**src/rtl/i2cmon_pkg.sv**
```systemverilog
package i2cmon_pkg;

  typedef enum logic [1:0] {
    BUS_UNKNOWN = 2'd0,
    BUS_IDLE    = 2'd1,
    BUS_OWNED   = 2'd2,
    BUS_BUSY    = 2'd3
  } busState_e;

  localparam int FLAG_W    = 4;
  localparam int FLAG_ARB  = 0;
  localparam int FLAG_COLL = 1;
  localparam int FLAG_BERR = 2;
  localparam int FLAG_HOLD = 3;

  // strobes from datapath to control
  typedef struct packed {
    logic startCond;
    logic stopCond;
    logic driveMismatch;
    logic sclHeld;
    logic idleTimeout;
    logic midByte;
    logic localLow;
  } busEvents_t;

  // control feedback to datapath
  typedef struct packed {
    logic busActive;
  } ctrlToDp_t;

endpackage

```
**src/rtl/i2cmon_glitch_filter.sv**
```systemverilog
module i2cmon_glitch_filter #(
  parameter int   FILT_LEN    = 3,
  parameter logic RESET_LEVEL = 1'b1
) (
  input  logic clk,
  input  logic rstN,
  input  logic rawIn,
  output logic level
);
  localparam int CNT_W = $clog2(FILT_LEN + 1);
  localparam logic [CNT_W-1:0] LAST = CNT_W'(FILT_LEN - 1);

  logic [CNT_W-1:0] runCnt;

  always_ff @(posedge clk or negedge rstN) begin
    if (!rstN) begin
      level  <= RESET_LEVEL;
      runCnt <= '0;
    end else if (rawIn != level) begin
      if (runCnt == LAST) begin
        level  <= rawIn;
        runCnt <= '0;
      end else begin
        runCnt <= runCnt + 1'b1;
      end
    end else begin
      runCnt <= '0;
    end
  end

  // a change of the filtered level always takes the raw level last sampled
  p_filter_follows_r1: assert property (@(posedge clk) disable iff (!rstN)
    (level != $past(level)) |-> ($past(rawIn) == level));

endmodule

```
**src/rtl/i2cmon_datapath.sv**
```systemverilog
module i2cmon_datapath
  import i2cmon_pkg::*;
#(
  parameter int FILT_LEN     = 3,
  parameter int IDLE_TIMEOUT = 64
) (
  input  logic       clk,
  input  logic       rstN,
  input  logic       sdaRaw,
  input  logic       sclRaw,
  input  logic       sdaDrive,
  input  logic       sclDrive,
  input  logic       localTx,
  input  ctrlToDp_t  ctrl,
  output busEvents_t ev
);
  localparam int GUARD   = FILT_LEN + 1;
  localparam int AGE_W   = $clog2(GUARD + 1);
  localparam int TMO_W   = $clog2(IDLE_TIMEOUT + 1);
  localparam int POS_W   = 4;
  localparam int XFER_LEN = 9;
  localparam int LINES   = 2;

  logic [LINES-1:0] rawVec, lvlVec, driveVec;
  assign rawVec   = {sclRaw, sdaRaw};
  assign driveVec = {sclDrive, sdaDrive};

  // per line: spike filter and a saturating count of cycles since release
  generate
    for (genvar g = 0; g < LINES; g++) begin : g_line
      logic [AGE_W-1:0] ageQ;

      i2cmon_glitch_filter #(.FILT_LEN(FILT_LEN), .RESET_LEVEL(1'b1)) u_filt (
        .clk   (clk),
        .rstN  (rstN),
        .rawIn (rawVec[g]),
        .level (lvlVec[g])
      );

      always_ff @(posedge clk or negedge rstN) begin
        if (!rstN)                       ageQ <= '0;
        else if (!driveVec[g])           ageQ <= '0;
        else if (ageQ != AGE_W'(GUARD))  ageQ <= ageQ + 1'b1;
      end
    end
  endgenerate

  logic sdaF, sclF, sdaPrev, sclPrev;
  logic [AGE_W-1:0] sdaAge, sclAge;
  assign sdaF   = lvlVec[0];
  assign sclF   = lvlVec[1];
  assign sdaAge = g_line[0].ageQ;
  assign sclAge = g_line[1].ageQ;

  logic [POS_W-1:0] bitPos;
  logic [TMO_W-1:0] highCnt;
  logic mismatchPrev, sclArmed;
  logic startC, stopC, sclRise, mismatch;

  always_comb begin
    startC   = sclF & sclPrev & sdaPrev & ~sdaF;
    stopC    = sclF & sclPrev & ~sdaPrev & sdaF;
    sclRise  = sclF & ~sclPrev;
    mismatch = localTx & sclF & sdaDrive & ~sdaF & (sdaAge >= AGE_W'(GUARD));
  end

  always_ff @(posedge clk or negedge rstN) begin
    if (!rstN) begin
      sdaPrev      <= 1'b1;
      sclPrev      <= 1'b1;
      bitPos       <= '0;
      highCnt      <= '0;
      mismatchPrev <= 1'b0;
      sclArmed     <= 1'b0;
    end else begin
      sdaPrev      <= sdaF;
      sclPrev      <= sclF;
      mismatchPrev <= mismatch;

      if (startC || stopC)
        bitPos <= '0;
      else if (sclRise && ctrl.busActive)
        bitPos <= (bitPos == POS_W'(XFER_LEN)) ? POS_W'(1) : bitPos + 1'b1;

      if (sclF && sdaF) begin
        if (highCnt != TMO_W'(IDLE_TIMEOUT)) highCnt <= highCnt + 1'b1;
      end else begin
        highCnt <= '0;
      end

      if (!sclDrive)  sclArmed <= 1'b1;
      else if (sclF)  sclArmed <= 1'b0;
    end
  end

  always_comb begin
    ev.startCond     = startC;
    ev.stopCond      = stopC;
    ev.driveMismatch = mismatch & ~mismatchPrev;
    ev.sclHeld       = sclArmed & sclDrive & ~sclF & (sclAge >= AGE_W'(GUARD));
    ev.idleTimeout   = (highCnt == TMO_W'(IDLE_TIMEOUT)) & sclF & sdaF;
    ev.midByte       = (bitPos >= POS_W'(2)) && (bitPos <= POS_W'(8));
    ev.localLow      = ~sdaDrive;
  end

  // a hold is only reported after the local side has released SCL for two edges at least
  p_held_needs_release_r9: assert property (@(posedge clk) disable iff (!rstN)
    ev.sclHeld |-> (sclDrive && $past(sclDrive)));

  // a mismatch is only reported while the local side transmits a released bit
  p_mismatch_needs_tx_r6: assert property (@(posedge clk) disable iff (!rstN)
    ev.driveMismatch |-> (localTx && sdaDrive && $past(sdaDrive)));

endmodule

```
**src/rtl/i2cmon_control.sv**
```systemverilog
module i2cmon_control
  import i2cmon_pkg::*;
(
  input  logic              clk,
  input  logic              rstN,
  input  busEvents_t        ev,
  input  logic [FLAG_W-1:0] flagClr,
  output busState_e         stateQ,
  output logic [FLAG_W-1:0] flagsQ,
  output logic              startPulse,
  output logic              rstartPulse,
  output logic              stopPulse,
  output ctrlToDp_t         ctrl
);
  busState_e         stateNext;
  logic [FLAG_W-1:0] flagSet;
  logic              active;

  assign active         = (stateQ == BUS_OWNED) || (stateQ == BUS_BUSY);
  assign ctrl.busActive = active;

  always_comb begin
    stateNext = stateQ;
    if (ev.idleTimeout && stateQ != BUS_IDLE) stateNext = BUS_IDLE;
    if (ev.stopCond) stateNext = BUS_IDLE;
    if (ev.startCond && !active) stateNext = ev.localLow ? BUS_OWNED : BUS_BUSY;
    if (ev.driveMismatch && stateQ == BUS_OWNED) stateNext = BUS_BUSY;
  end

  always_comb begin
    flagSet            = '0;
    flagSet[FLAG_ARB]  = ev.driveMismatch && (stateQ == BUS_OWNED);
    flagSet[FLAG_COLL] = ev.driveMismatch && (stateQ != BUS_OWNED);
    flagSet[FLAG_BERR] = (ev.startCond || ev.stopCond) && ev.midByte;
    flagSet[FLAG_HOLD] = ev.sclHeld;
  end

  always_ff @(posedge clk or negedge rstN) begin
    if (!rstN) begin
      stateQ      <= BUS_UNKNOWN;
      flagsQ      <= '0;
      startPulse  <= 1'b0;
      rstartPulse <= 1'b0;
      stopPulse   <= 1'b0;
    end else begin
      stateQ      <= stateNext;
      flagsQ      <= (flagsQ & ~flagClr) | flagSet;
      startPulse  <= ev.startCond && !active;
      rstartPulse <= ev.startCond && active;
      stopPulse   <= ev.stopCond;
    end
  end

  // a STOP always leaves the bus idle
  p_stop_idle_r3: assert property (@(posedge clk) disable iff (!rstN)
    ev.stopCond |=> (stateQ == BUS_IDLE));

  // a timeout with both lines high always leaves the bus idle
  p_timeout_idle_r4: assert property (@(posedge clk) disable iff (!rstN)
    ev.idleTimeout |=> (stateQ == BUS_IDLE));

  // ownership is only entered through a START driven locally
  p_owned_entry_r5: assert property (@(posedge clk) disable iff (!rstN)
    (stateQ == BUS_OWNED && $past(stateQ) != BUS_OWNED) |-> $past(ev.startCond && ev.localLow));

  // losing arbitration flags it and gives up the bus
  p_arb_busy_r6: assert property (@(posedge clk) disable iff (!rstN)
    (ev.driveMismatch && stateQ == BUS_OWNED) |=> (stateQ == BUS_BUSY && flagsQ[FLAG_ARB]));

  // a condition inside a byte raises the bus error flag
  p_berr_mid_r8: assert property (@(posedge clk) disable iff (!rstN)
    ((ev.startCond || ev.stopCond) && ev.midByte) |=> flagsQ[FLAG_BERR]);

  // the two START pulses never occur together
  p_start_kinds_r2: assert property (@(posedge clk) disable iff (!rstN)
    $onehot0({startPulse, rstartPulse}));

  // a flag only drops through its clear bit
  generate
    for (genvar i = 0; i < FLAG_W; i++) begin : g_sticky
      p_flag_sticky_r10: assert property (@(posedge clk) disable iff (!rstN)
        (flagsQ[i] && !flagClr[i]) |=> flagsQ[i]);
    end
  endgenerate

endmodule

```
**src/rtl/i2c_bus_monitor.sv**
```systemverilog
module i2c_bus_monitor
  import i2cmon_pkg::*;
#(
  parameter int FILT_LEN     = 3,
  parameter int IDLE_TIMEOUT = 64
) (
  input  logic       clk,
  input  logic       rstN,
  input  logic       sdaIn,
  input  logic       sclIn,
  input  logic       sdaDrive,
  input  logic       sclDrive,
  input  logic       localTx,
  input  logic [3:0] flagClr,
  output logic [1:0] busState,
  output logic [3:0] flags,
  output logic       startDet,
  output logic       rstartDet,
  output logic       stopDet
);
  busEvents_t ev;
  ctrlToDp_t  ctrl;
  busState_e  stateQ;

  i2cmon_datapath #(.FILT_LEN(FILT_LEN), .IDLE_TIMEOUT(IDLE_TIMEOUT)) u_dp (
    .clk      (clk),
    .rstN     (rstN),
    .sdaRaw   (sdaIn),
    .sclRaw   (sclIn),
    .sdaDrive (sdaDrive),
    .sclDrive (sclDrive),
    .localTx  (localTx),
    .ctrl     (ctrl),
    .ev       (ev)
  );

  i2cmon_control u_ctl (
    .clk         (clk),
    .rstN        (rstN),
    .ev          (ev),
    .flagClr     (flagClr),
    .stateQ      (stateQ),
    .flagsQ      (flags),
    .startPulse  (startDet),
    .rstartPulse (rstartDet),
    .stopPulse   (stopDet),
    .ctrl        (ctrl)
  );

  assign busState = stateQ;

endmodule

```
**config.mk**
```make
export PLATFORM = sky130hd
export DESIGN_NAME = i2c_bus_monitor
export DESIGN_NICKNAME = d
export VERILOG_FILES = /design/src/rtl/i2cmon_pkg.sv /design/src/rtl/i2cmon_glitch_filter.sv /design/src/rtl/i2cmon_datapath.sv /design/src/rtl/i2cmon_control.sv /design/src/rtl/i2c_bus_monitor.sv
export SDC_FILE = /design/constraint.sdc
export NUM_CORES = 1
export LEC_CHECK = 0
export BUFFER_PORTS_ARGS = -buffer_cell sky130_fd_sc_hd__buf_2
export CAP_MARGIN = 20
export CELL_PAD_IN_SITES_DETAIL_PLACEMENT = 1
export CELL_PAD_IN_SITES_GLOBAL_PLACEMENT = 2
export CORE_ASPECT_RATIO = 1.4
export CORE_MARGIN = 2
export CORE_UTILIZATION = 39
export CTS_CLUSTER_DIAMETER = 40
export DETAILED_ROUTE_END_ITERATION = 16
export PLACE_DENSITY_LB_ADDON = 0.1
export RECOVER_POWER = 50
export SLEW_MARGIN = 30
export SYNTH_ARGS = -nofsm -noshare
export SYNTH_HDL_FRONTEND = slang
export SYNTH_SLANG_ARGS = --single-unit
export TNS_END_PERCENT = 5
```
**constraint.sdc**
```tcl
create_clock -name clk -period 2.31 [get_ports clk]
set_input_delay 0 -clock clk [delete_from_list [all_inputs] [get_ports clk]]
set_output_delay 0 -clock clk [all_outputs]
set_load 0.02 [all_outputs]
```
==> reports/summary.txt <==
FF+latch area -> 905.9 um2
Slew HR -> 0.4630
Max clock buf depth -> 2
htree depth -> 2
Overflow after GRT -> 0
Worst setup EP type -> register
Post-DRT Antenna Nets -> 0
Inst Count DP -> 219
Worst Path Arrival -> 1.88 ns
post-synth top area share -> 0.4755
DR DRC count -> 0
Iteration-0 DRC Markers -> 31
worst reg2reg setup slack -> 0.60 ns
sequential share of the synthesized area -> 0.5379
Hold Path Class -> in -> reg
IO Count -> 20
initial antenna violation count -> 0
CP startpoint kind -> register
Die X -> 59.54 um
Layout Skew -> 0.007828 ns
drt total wl -> 3.478 mm
first-pass GRT wire length -> 5.934 mm
TritonCTS clock tree -> done
Via Count -> 1207
CTS root buffer -> clkbuf_8
synth cell count leaders -> dfrtp_1 (32), inv_1 (17), nand2_1 (13)
drt wl/cell -> 14.80 um
most numerous cell in the Yosys netlist -> dfrtp_1
Resized Gates After CTS -> 0
Async S/R FF share, synth -> 1.000
Layout Cells excl Fill -> 235
final setup vio count -> 0
Syn Nets -> 174
fin crit period -> 1.714 ns
PD cells -> 985.9 nW/um2
main flop type after synthesis -> dfrtp_1
Antenna Cells -> 0
Worst-Margin Slew -> 0.8055 ns
total die area -> 4867 um2
RD Place Congestion -> 0.6917
clk slew on worst S/H paths -> 0.08 ns
Slowest Stage Delay on Critical Path -> 0.75 ns
DP Wirelength -> 2.560 mm
Syn-to-layout area delta -> 18.05%
Synth area leader -> dfrtp_1
CP required -> 2.48 ns
Port Buffers -> 19
cell area after synthesis -> 1684 um2
RSZ-0062 raised after global routing -> false
Initial Utilization -> 0.4006
gr usage total -> 0.1630
Synth cell types -> 37
VDD IR max -> 0.4119 mV
setup TNS -> 0 ns
Fin. Hold Viols -> 0
Syn Area/Cell -> 10.73 um2
cts bufs inserted -> 5
Cells after Synth -> 157
core box area -> 4204 um2
Seq cells post-synth -> 36
Initial DRT Pass Iterations -> 2
via count of the first global-routing pass -> 1321
Via-to-Cell Ratio -> 5.136
largest net degree at the start of global routing -> 37
synth top area cells -> dfrtp_1 (48%), dfstp_2 (6.2%), ha_1 (4.5%), inv_1 (3.8%), nor2b_1 (3.0%)
max-cap violations -> 0
yosys warns -> 0
die height -> 81.75 um
Rows -> 28
Layout Nets -> 206
CP Max Fanout -> 13
Setup CP Type -> reg -> reg
status -> finished, final reports clean
Slew Viols, Final -> 0
clk sinks -> 36
cell at the slowest stage of the critical path -> dfstp_1
fillers -> 500
CP Cell Sequence -> nand2b_1 -> o22ai_1 -> dlygate4sd3_1
final period utilization -> 0.7422
footprint of the multi-input gates -> 704.4 um2
Skew-Pair Late Insertion Delay -> 0.29 ns
share of layout cells above drive strength 1 -> 0.1421
leakage -> 0.9106 nW
fmax -> 583.3 MHz
number of enable flip-flop cells after synthesis -> 0
==> what timing repair did <==
item | in CTS | in global routing
hold endpoints to repair | 41 | 0
hold buffers | 8 | 0
buffers inserted | 0 | 0
==> registers in the layout (all words and copies together), names as in the netlist <==
name and count:
u_ctl.flagsQ 4, u_ctl.rstartPulse 1, u_ctl.startPulse 1, u_ctl.stateQ 2, u_ctl.stopPulse 1, u_dp.bitPos 4
u_dp.g_line.ageQ 6, u_dp.g_line.u_filt.level 2, u_dp.g_line.u_filt.runCnt 4, u_dp.highCnt 7, u_dp.mismatchPrev 1, u_dp.sclArmed 1
u_dp.sclPrev 1, u_dp.sdaPrev 1
==> critical path, delay by kind of cell (launching register included) <==
kind / cells / cell delay (ns)
simple gates: 1 / 0.20
flops: 1 / 0.75
buf+inv: 1 / 0.56
compound gates: 1 / 0.08
==> cells in the final DEF, fill, tap and decap left out, types with 3 or more instances in the layout <==
cell type,count
inv_1,17
dlygate4sd3_1,8
nor2b_1,8
nor3_1,4
dfrtp_1,32
clkbuf_8,6
nand3_1,5
a31oi_1,4
xor2_1,3
and2_1,3
clkbuf_1,10
o21ai_0,7
or3_1,5
buf_2,10
ha_1,6
nor2_1,7
a21oi_1,7
xnor2_1,4
nand2_1,13
==> through the flow <==
step	power, mW	worst slack, ns	hold slack (ns)	utilization	instance area [um2]
final	1.960	0.5955	0.001846	0.4729	1988
after global routing	2.095	0.5039	0.01210	0.4729	1988
after CTS	1.998	0.7150	0.0009696	0.4756	1999
after detailed placement	1.513	0.8025	0.1430	0.4342	1826
after global placement	1.478	0.8848	0.1239	0.4342	1826
after floorplan	1.345	0.9230	-0.2956	-	1684
==> layer usage <==
layer,wire length (um),part of all wire,up-vias,track usage
met3,81,0.023,5,0.03780
met4,60,0.017,0,0.06667
met1,1382,0.40,590,0.1780
met2,1953,0.56,14,0.2967
li1,-,-,598,-
met5,0,0,-,0
==> power breakdown <==
part           internal (mW)  total [mW]  switching (mW)
clock                  0.242       0.473           0.231
combinational          0.230       0.502           0.271
sequential             0.804       0.985           0.182
total                   1.28        1.96           0.684
==> final timing paths <==
path	start	to	cells past startpoint
setup / recovery	u_dp.g_line[1].u_filt.level$_DFFE_PN1P_	u_ctl.flagsQ[3]$_DFF_PN0_	3
hold / removal	flagClr[1]	u_ctl.flagsQ[1]$_DFF_PN0_	3
setup reg to reg	u_dp.g_line[1].u_filt.level$_DFFE_PN1P_	u_ctl.flagsQ[3]$_DFF_PN0_	3
hold reg to reg	u_dp.g_line[0].u_filt.runCnt[0]$_DFF_PN0_	u_dp.g_line[0].u_filt.runCnt[0]$_DFF_PN0_	1
max in group asynchronous	rstN	u_dp.highCnt[3]$_DFFE_PN0P_	2
min in group asynchronous	rstN	u_ctl.flagsQ[2]$_DFF_PN0_	2
==> cell families (layout without fill, tap and decap cells) <==
group | Yosys count | after routing | synth area share
AND/OR/NAND/NOR | 58 | 58 | 0.2080
adder cells (fa/ha/maj) | 6 | 6 | 0.04458
XOR/XNOR | 7 | 7 | 0.03640
buffers and inverters | 19 | 52 | 0.04383
AO/OA/AOI/OAI | 27 | 27 | 0.1010
multiplexers | 4 | 4 | 0.02823
flip-flops | 36 | 36 | 0.5379
==> final cells by class <==
class | count | share of cell area
clock buffer | 7 | 0.04342
clock inverter | 1 | 0.003776
inverter | 17 | 0.03210
multi-input combinational | 102 | 0.3543
sequential | 36 | 0.4556
tap | 45 | 0.02832
timing repair buffer | 27 | 0.08244
No activity file was read; power rests on OpenSTA's default activity.
